$ cat config.mk
export PLATFORM = sky130hd
export DESIGN_NAME = next_pc_unit
export DESIGN_NICKNAME = d
export VERILOG_FILES = /design/src/rtl/npc_pkg.sv /design/src/rtl/npc_predict.sv /design/src/rtl/npc_hold_reg.sv /design/src/rtl/npc_select.sv /design/src/rtl/next_pc_unit.sv
export SDC_FILE = /design/constraint.sdc
export NUM_CORES = 1
export LEC_CHECK = 0
export BUFFER_PORTS_ARGS = -buffer_cell sky130_fd_sc_hd__buf_2
export CAP_MARGIN = 20
export CORE_ASPECT_RATIO = 0.8
export CORE_UTILIZATION = 35
export CTS_CLUSTER_SIZE = 20
export DETAILED_ROUTE_END_ITERATION = 10
export PLACE_DENSITY = 0.77
export SETUP_SLACK_MARGIN = 0.1
export SLEW_MARGIN = 20
export SYNTH_ARGS = -nofsm -noshare
export SYNTH_HDL_FRONTEND = slang
export SYNTH_SLANG_ARGS = --single-unit
$ cat constraint.sdc
create_clock -name clk -period 1.6 [get_ports clk]
set_input_delay 0.08 -clock clk [delete_from_list [all_inputs] [get_ports clk]]
set_output_delay 0.08 -clock clk [all_outputs]
set_load 0.005 [all_outputs]
$ cat src/rtl/npc_pkg.sv
// Package: shared types for the next-PC unit.
// Assumes the instruction class arrives already decoded as a 2-bit code.
package npc_pkg;

    typedef enum logic [1:0] {
        KIND_SEQ   = 2'd0,
        KIND_JUMP  = 2'd1,
        KIND_CJUMP = 2'd2,
        KIND_RET   = 2'd3
    } insn_kind_e;

endpackage

$ cat src/rtl/npc_predict.sv
// Module: npc_predict
// Forms the static next-address guess from the instruction that was just
// fetched. Assumes the class code is valid in every cycle. A return
// yields the incremented address, which serves only as a placeholder
// because fetch is held outside this block until the real target is known.
module npc_predict
    import npc_pkg::*;
#(
    parameter int ADDR_W = 32
) (
    input  insn_kind_e          kind,
    input  logic [ADDR_W-1:0]   incr_pc,
    input  logic [ADDR_W-1:0]   const_tgt,
    output logic [ADDR_W-1:0]   guess
);

    // Choose between the embedded target and the incremented address.
    always_comb begin
        unique case (kind)
            KIND_JUMP, KIND_CJUMP: guess = const_tgt;
            default:               guess = incr_pc;
        endcase
    end

endmodule

$ cat src/rtl/npc_hold_reg.sv
// Module: npc_hold_reg
// Register that holds the predicted next address. Synchronous active-low
// reset to zero, which wins over the stall. Holds its value while stalled.
module npc_hold_reg #(
    parameter int ADDR_W = 32
) (
    input  logic                clk,
    input  logic                rst_n,
    input  logic                hold,
    input  logic [ADDR_W-1:0]   d,
    output logic [ADDR_W-1:0]   q
);

    // Reset, hold or load the stored guess.
    always_ff @(posedge clk) begin
        if (!rst_n)
            q <= '0;
        else if (!hold)
            q <= d;
    end


    hold_keeps_chk: assert property (@(posedge clk) disable iff (!rst_n)
        hold |=> $stable(q));

endmodule

$ cat src/rtl/npc_select.sv
// Module: npc_select
// Chooses the fetch address. The memory-stage correction comes first, then
// the write-back return address, then the stored guess. Also raises the
// squash request when a conditional jump is found not taken.
module npc_select #(
    parameter int ADDR_W = 32
) (
    input  logic                m_is_cjump,
    input  logic                m_cond_true,
    input  logic [ADDR_W-1:0]   m_fallthru,
    input  logic                w_is_ret,
    input  logic [ADDR_W-1:0]   w_ret_addr,
    input  logic [ADDR_W-1:0]   stored_guess,
    output logic [ADDR_W-1:0]   fetch_pc,
    output logic                mispredict
);

    // Detect a conditional jump whose assumed-taken guess was wrong.
    always_comb mispredict = m_is_cjump && !m_cond_true;

    // Apply the fixed redirect priority.
    always_comb begin
        if (mispredict)
            fetch_pc = m_fallthru;
        else if (w_is_ret)
            fetch_pc = w_ret_addr;
        else
            fetch_pc = stored_guess;
    end

endmodule

$ cat src/rtl/next_pc_unit.sv
// Module: next_pc_unit
// PC stage of a five-stage in-order pipeline: predicts the next address and
// selects the fetch address, redirecting on a late branch correction or a
// return target. Stall and bubble decisions are made outside this block.
module next_pc_unit
    import npc_pkg::*;
#(
    parameter int ADDR_W = 32
) (
    input  logic                clk,
    input  logic                rst_n,
    input  logic                fetch_stall,
    input  logic [1:0]          f_kind,
    input  logic [ADDR_W-1:0]   f_incr_pc,
    input  logic [ADDR_W-1:0]   f_const_tgt,
    input  logic                m_is_cjump,
    input  logic                m_cond_true,
    input  logic [ADDR_W-1:0]   m_fallthru,
    input  logic                w_is_ret,
    input  logic [ADDR_W-1:0]   w_ret_addr,
    output logic [ADDR_W-1:0]   fetch_pc,
    output logic [ADDR_W-1:0]   pred_pc,
    output logic                mispredict
);

    insn_kind_e          kind;
    logic [ADDR_W-1:0]   guess;

    // Interpret the incoming class code.
    always_comb kind = insn_kind_e'(f_kind);

    npc_predict #(.ADDR_W(ADDR_W)) u_predict (
        .kind      (kind),
        .incr_pc   (f_incr_pc),
        .const_tgt (f_const_tgt),
        .guess     (guess)
    );

    npc_hold_reg #(.ADDR_W(ADDR_W)) u_hold (
        .clk   (clk),
        .rst_n (rst_n),
        .hold  (fetch_stall),
        .d     (guess),
        .q     (pred_pc)
    );

    npc_select #(.ADDR_W(ADDR_W)) u_select (
        .m_is_cjump   (m_is_cjump),
        .m_cond_true  (m_cond_true),
        .m_fallthru   (m_fallthru),
        .w_is_ret     (w_is_ret),
        .w_ret_addr   (w_ret_addr),
        .stored_guess (pred_pc),
        .fetch_pc     (fetch_pc),
        .mispredict   (mispredict)
    );


    seq_guess_chk: assert property (@(posedge clk) disable iff (!rst_n)
        (!fetch_stall && f_kind == 2'd0) |=> pred_pc == $past(f_incr_pc));


    jump_guess_chk: assert property (@(posedge clk) disable iff (!rst_n)
        (!fetch_stall && f_kind == 2'd1) |=> pred_pc == $past(f_const_tgt));


    cjump_guess_chk: assert property (@(posedge clk) disable iff (!rst_n)
        (!fetch_stall && f_kind == 2'd2) |=> pred_pc == $past(f_const_tgt));


    fix_redirect_chk: assert property (@(posedge clk) disable iff (!rst_n)
        (m_is_cjump && !m_cond_true) |-> (mispredict && fetch_pc == m_fallthru));


    ret_redirect_chk: assert property (@(posedge clk) disable iff (!rst_n)
        (!mispredict && w_is_ret) |-> fetch_pc == w_ret_addr);


    use_guess_chk: assert property (@(posedge clk) disable iff (!rst_n)
        (!mispredict && !w_is_ret) |-> fetch_pc == pred_pc);


    no_false_squash_chk: assert property (@(posedge clk) disable iff (!rst_n)
        (!m_is_cjump || m_cond_true) |-> !mispredict);

endmodule

==> results_dict.tcl, run 1 <==
set metrics [dict create \
    grt_max_degree 37 \
    seq_area_frac_synth_pct 31.9 \
    p_clk_share_pct 28.1 \
    syn_area_per_cell_um2 7.03 \
    gr-usage-all-layers_pct 22.2 \
    grt_pass1_wl_um 10800 \
    hold_buffers 0 \
    hp-class "input pin to flip-flop" \
    num_io_pins 201 \
    drive_gt1_share_pct 45.6 \
    r2r_start "u_hold.q[23]" \
    synth-seq-cells 32 \
    slew_viol_final 0 \
    cts_tree "built" \
    layout_commonest_cell "buf_2" \
    drv_cap 0 \
    gp_congestion 0.731 \
    comb_power_share_pct 31.1 \
    hold-worst-slack_ns 0.0605 \
    fin_setup_tns_ns 0 \
    cp.arrival_ns 1.00 \
    startpoint_type "flip-flop" \
    ctsResizeCount 0 \
    antenna_found_initial 0 \
    path_max_fanout 3 \
    pwr-share-seq_pct 40.7 \
    setup.worst_path.class "flip-flop to output pin" \
    fin_util_pct 57.4 \
    fp.coreArea_um2 5500 \
    clock_latency_ns 0.27 \
    grt_pass1_vias 2533 \
    viasPerCell 4.91 \
    fmax_mhz 924 \
    min-delay-start "f_const_tgt[16]" \
    netlist_area_um2 2010 \
    end_kind "output pin" \
    startpoint "u_hold.q[15]" \
    cts_buffers 5 \
    fin_skew_ns 0 \
    hold_viol 0 \
    htree_levels 2 \
    relSlewSlack_pct 68.2 \
    cts.sinks 32 \
    synth.distinct_cells 12 \
    ys.warnings.count 0 \
    post_cts_buffers 0 \
    largest_register_ffs 32 \
    drt-initial-drc-count 85 \
    rsz0062_at_grt "no" \
    peakVddDrop_v 0.000379 \
    post-place-ws_ns 0.534 \
    drcViolationCount 0 \
    swShare_pct 29.6 \
    io_buffers 200 \
    final_cell_mix "buf_2 (200), nand2_1 (96), o21ai_0 (64)" \
    die_w_um 86.7 \
    drt_wl_total_um 6730 \
    die_h_um 69.8 \
    p_int_uw 1570 \
    setup_viol 0 \
    net-switching-power_uw 660 \
    cts_root_buf "clkbuf_8" \
    row_count 24 \
    clockBufferDepth 2 \
    wl_per_cell_um 12.2 \
    tightest_slew_ns 0.476 \
    die_area_um2 6050 \
    ant_nets 0 \
    gr-total-overflow 0 \
    synth_nets 422 \
    period_needed_ns 1.08 \
    power.leakage_uw 0.00170 \
    regMostFlops "u_hold.q" \
    top_regs "u_hold.q (32)" \
    p_per_area_nw_per_um2 707 \
    period_share_pct 67.7 \
    required_ns 1.52 \
    hpwlAfterDp_um 5260 \
    drt_pass1_iterations 5 \
    clkTransAtPathRegs_ns 0.06 \
    outcome "finished clean" \
    antenna_cells 0 \
    synth_cells 286 \
    start_util_pct 36.6 \
    vias 2720 \
    area_growth_pct 56.8 \
    layout_setup_ws_ns 0.517 \
    nNetsFinal 611 \
]
[per-layer routing]
layer	global-route usage (%)	up-vias	share of wire [%]
met2	42.5	129	50
met4	6.48	0	1.2
li1	-	1374	-
met1	23.3	1209	41
met3	6.19	8	8.1
met5	0	-	0
[critical path, stage by stage (launching register included)]
cell	delay [ns]
dfxtp_1	0.36
mux2i_1	0.09
o21ai_0	0.15
buf_2	0.14
[stage by stage]
step	total power, µW	instance area [µm²]	cells
CTS	2260	3150	554
detailed placement	1620	3060	546
global route	2380	3150	554
global placement	1600	3060	546
floorplan	1260	2010	286
finish	2230	3150	554
[logic make-up after synthesis]
logic type / share of synthesized area, %
simple gates: 18.2
xor+xnor: 1.62
buf+inv: 6.47
compound gates: 25.9
flops: 31.9
mux: 15.9
[cell usage after synthesis (all sizes together)]
cell | number | area [µm²]
nand2 | 96 | 360
o21ai | 64 | 320
clkinv | 1 | 3.75
a31oi | 32 | 200
clkbuf | 18 | 67.6
dfxtp | 32 | 641
buf | 8 | 58.8
xor2 | 1 | 16.3
mux2i | 32 | 320
nor2b | 1 | 6.26
xnor2 | 1 | 16.3
[worst paths after layout]
path	endpoint	slack (ns)	depth (start not counted)
hold reg to reg	u_hold.q[31]	0.55	2
hold / removal	u_hold.q[16]	0.06	3
setup / recovery	fetch_pc[15]	0.52	3
setup reg to reg	u_hold.q[23]	0.91	2
[cell type report]
class | instances | area (µm²)
sequential | 32 | 641
inverter | 1 | 3.75
fill | 537 | 2340
multi-input combinational | 227 | 1250
tap | 78 | 97.6
clock buffer | 8 | 90.1
timing repair buffer | 208 | 1070
[power groups by stage]
stage / Combinational (µW) / Sequential, µW / Clock [µW]
floorplan: 337 / 924 / 0
global placement: 679 / 924 / 0
detailed placement: 698 / 926 / 0
CTS: 700 / 909 / 649
global route: 780 / 916 / 686
finish: 694 / 908 / 627
Power figures use the tool's default switching activity.
==> run 2, diff against run 1 <==
ABC_AREA = 1   (was unset)
PLACE_DENSITY = 0.7   (was 0.77)
clock period = 1.1 ns   (was 1.6 ns; I/O delays follow)
==> results_dict.tcl, run 2 <==
set metrics [dict create \
    drive_gt1_share_pct 52.1 \
    drt_pass1_iterations 4 \
    layout_commonest_cell "buf_2" \
    p_per_area_nw_per_um2 893 \
    yosys.area_share.simple_pct 45.5 \
    cp.arrival_ns 1.03 \
    ys.warnings.count 0 \
    clock_latency_ns 0.27 \
    hold_viol 0 \
    gp_congestion 0.816 \
    ys.flop_type "dfxtp_1" \
    largest_register_ffs 32 \
    area_growth_pct 56.8 \
    synth_nets 599 \
    path_max_fanout 2 \
    start_util_pct 36.0 \
    drt-initial-drc-count 132 \
    top_regs "u_hold.q (32)" \
    synth_area_leaders "dfxtp_1 (24%), nand2_1 (23%), nand3_1 (14%)" \
    power.leakage_uw 0.00255 \
    grt_pass1_wl_um 15300 \
    netlist_area_um2 2660 \
    required_ns 1.04 \
    ant_nets 0 \
    row_count 28 \
    outcome "finished clean" \
    fmax_mhz 923 \
    synth.distinct_cells 15 \
    drcViolationCount 0 \
    synth-seq-cells 32 \
    post-place-ws_ns 0.0462 \
    die_w_um 99.5 \
    antenna_cells 0 \
    crit_top_cell "nand2_1" \
    cp_num_buf_inv 2 \
    synth_area_leader_cell "dfxtp_1" \
    setup.worst_path.class "flip-flop to output pin" \
    hpwlAfterDp_um 7170 \
    hold-worst-slack_ns 0.0937 \
    antenna_found_initial 0 \
    post_dp_cell_area_um2 3760 \
    regMostFlops "u_hold.q" \
    die_area_um2 7960 \
    path_cells "inv_2 > o21ai_1 > nand2_1 > nand2_1 > buf_2" \
    slew_viol_final 0 \
    critical-path-max-stage-delay_ns 0.34 \
    end_kind "output pin" \
    rsz0062_at_grt "yes" \
    netlist.area_leader.share_pct 24.1 \
    die_h_um 80.0 \
    period_needed_ns 1.08 \
    tightest_slew_ns 0.313 \
    synth_compound_area_share_pct 12.0 \
    grt_max_degree 37 \
    fin_skew_ns 0 \
    viasPerCell 4.69 \
    vias 3699 \
    synthArstFlopShare_pct 0 \
    synth_edf_count 0 \
    startpoint_type "flip-flop" \
    slowest_stage "dfxtp_2" \
    cts_buffers 5 \
    period_share_pct 98.5 \
    hp-class "input pin to flip-flop" \
    yosys-top-cells-count "nand2_1 (161), nand3_1 (76), inv_1 (67)" \
    drv_cap 0 \
    cts_root_buf "clkbuf_8" \
    relSlewSlack_pct 79.1 \
    final_cell_mix "buf_2 (200), nand2_1 (161), nand3_1 (76)" \
    num_io_pins 201 \
    nNetsFinal 818 \
    clkTransAtPathRegs_ns 0.07 \
    setup_viol 0 \
    fp.coreArea_um2 7390 \
    wl_per_cell_um 12.7 \
    synth_most_common_cell "nand2_1" \
    gr-total-overflow 0 \
    peakVddDrop_v 0.000421 \
    gr-usage-all-layers_pct 24.9 \
    seq_area_frac_synth_pct 24.1 \
    synth_xor_area_share_pct 0 \
    grt_pass1_vias 3324 \
    htree_levels 2 \
    synth_cells 463 \
    critPathTopFamily "flip-flops" \
    syn_area_per_cell_um2 5.75 \
    layout_setup_ws_ns 0.0170 \
    cts_tree "built" \
    stdcell_area_um2 4170 \
    post_synth_fa_ha_maj_area_fraction_pct 0 \
    io_buffers 200 \
    fillers 753 \
    cts.sinks 32 \
    muxShareOfSynthArea_pct 0 \
    clockBufferDepth 2 \
    synth_top_family_by_area "simple AND/OR/NAND/NOR gates" \
    drt_wl_total_um 9990 \
]
run 2: changes by cell type in the layout (fill, tap and decap cells not counted), moves of 13 or more:
| cell | delta |
|---|---|
| a21oi_1 | +32 |
| a31oi_1 | -32 |
| buf_4 | +34 |
| dfxtp_1 | -32 |
| dfxtp_2 | +32 |
| inv_1 | +37 |
| inv_2 | +32 |
| mux2i_1 | -32 |
| nand2_1 | +65 |
| nand3_1 | +76 |
| nand3_2 | +20 |
| o21ai_0 | -64 |
| o21ai_1 | +19 |
| o21ai_2 | +13 |
run 2: layout make-up:
cell class / count / area (µm²) / area share (%)
well taps: 105 / 131 / 3.15
repair inverters: 2 / 10.0 / 0.240
flip-flops and latches: 32 / 681 / 16.3
multi-input cells: 325 / 1580 / 37.9
inverters: 70 / 268 / 6.42
clock buffers: 8 / 90.1 / 2.16
repair buffers: 246 / 1410 / 33.8
run 2: worst reg2reg max path, stage by stage (launching register included):
cell	delay [ns]
dfxtp_2	0.34
inv_2	0.05
buf_4	0.12
a21oi_1	0.12
nand2_1	0.07
inv_1	0.05
run 2: repair_timing:
action,4_1_cts,5_1_grt
resized for setup,83,25
setup buffers,24,5
hold buffers,0,0
gates cloned,2,0
pin swaps,42,22
endpoints found under the setup margin,32,33
run 2: kinds of logic (layout without fill, tap and decap cells):
family,after synthesis,count (layout)
and+or+nand+nor,261,261
DFF,32,32
AOI/OAI and AO/OA,64,64
buffers and inverters,106,326
run 2: metrics by stage:
stage               TNS (ns)  cells  total power, µW  utilization [%]
global route          -0.513    788             4000             56.4
global placement           0    749             2580             50.9
floorplan                  0    463             2000                -
finish                     0    788             3720             56.4
CTS                        0    783             3710             55.3
detailed placement         0    749             2610             50.9
run 2: path summary, 6_finish.rpt:
| path | slack (ns) | start | to | cells past startpoint |
|---|---|---|---|---|
| hold reg to reg | 0.54 | u_hold.q[13] | u_hold.q[13] | 4 |
| setup reg to reg | 0.30 | u_hold.q[30] | u_hold.q[30] | 5 |
| hold / removal | 0.09 | f_incr_pc[18] | u_hold.q[18] | 5 |
| setup / recovery | 0.02 | u_hold.q[31] | fetch_pc[31] | 5 |
run 2: metal layers:
layer / up-vias / GRT usage [%] / share of wire (%)
met3: 11 / 4.03 / 6.9
met2: 156 / 47.1 / 50
li1: 1889 / - / -
met1: 1643 / 28.9 / 42
met4: 0 / 7.21 / 1.4
met5: - / 0 / 0
run 2: report_power, final:
group          switching, µW  internal [µW]  leakage (µW)  total (µW)
Clock                    409            510     0.0000455         920
Combinational            750            720       0.00223        1470
Sequential              60.4           1270      0.000275        1330
Total                   1220           2500       0.00255        3720
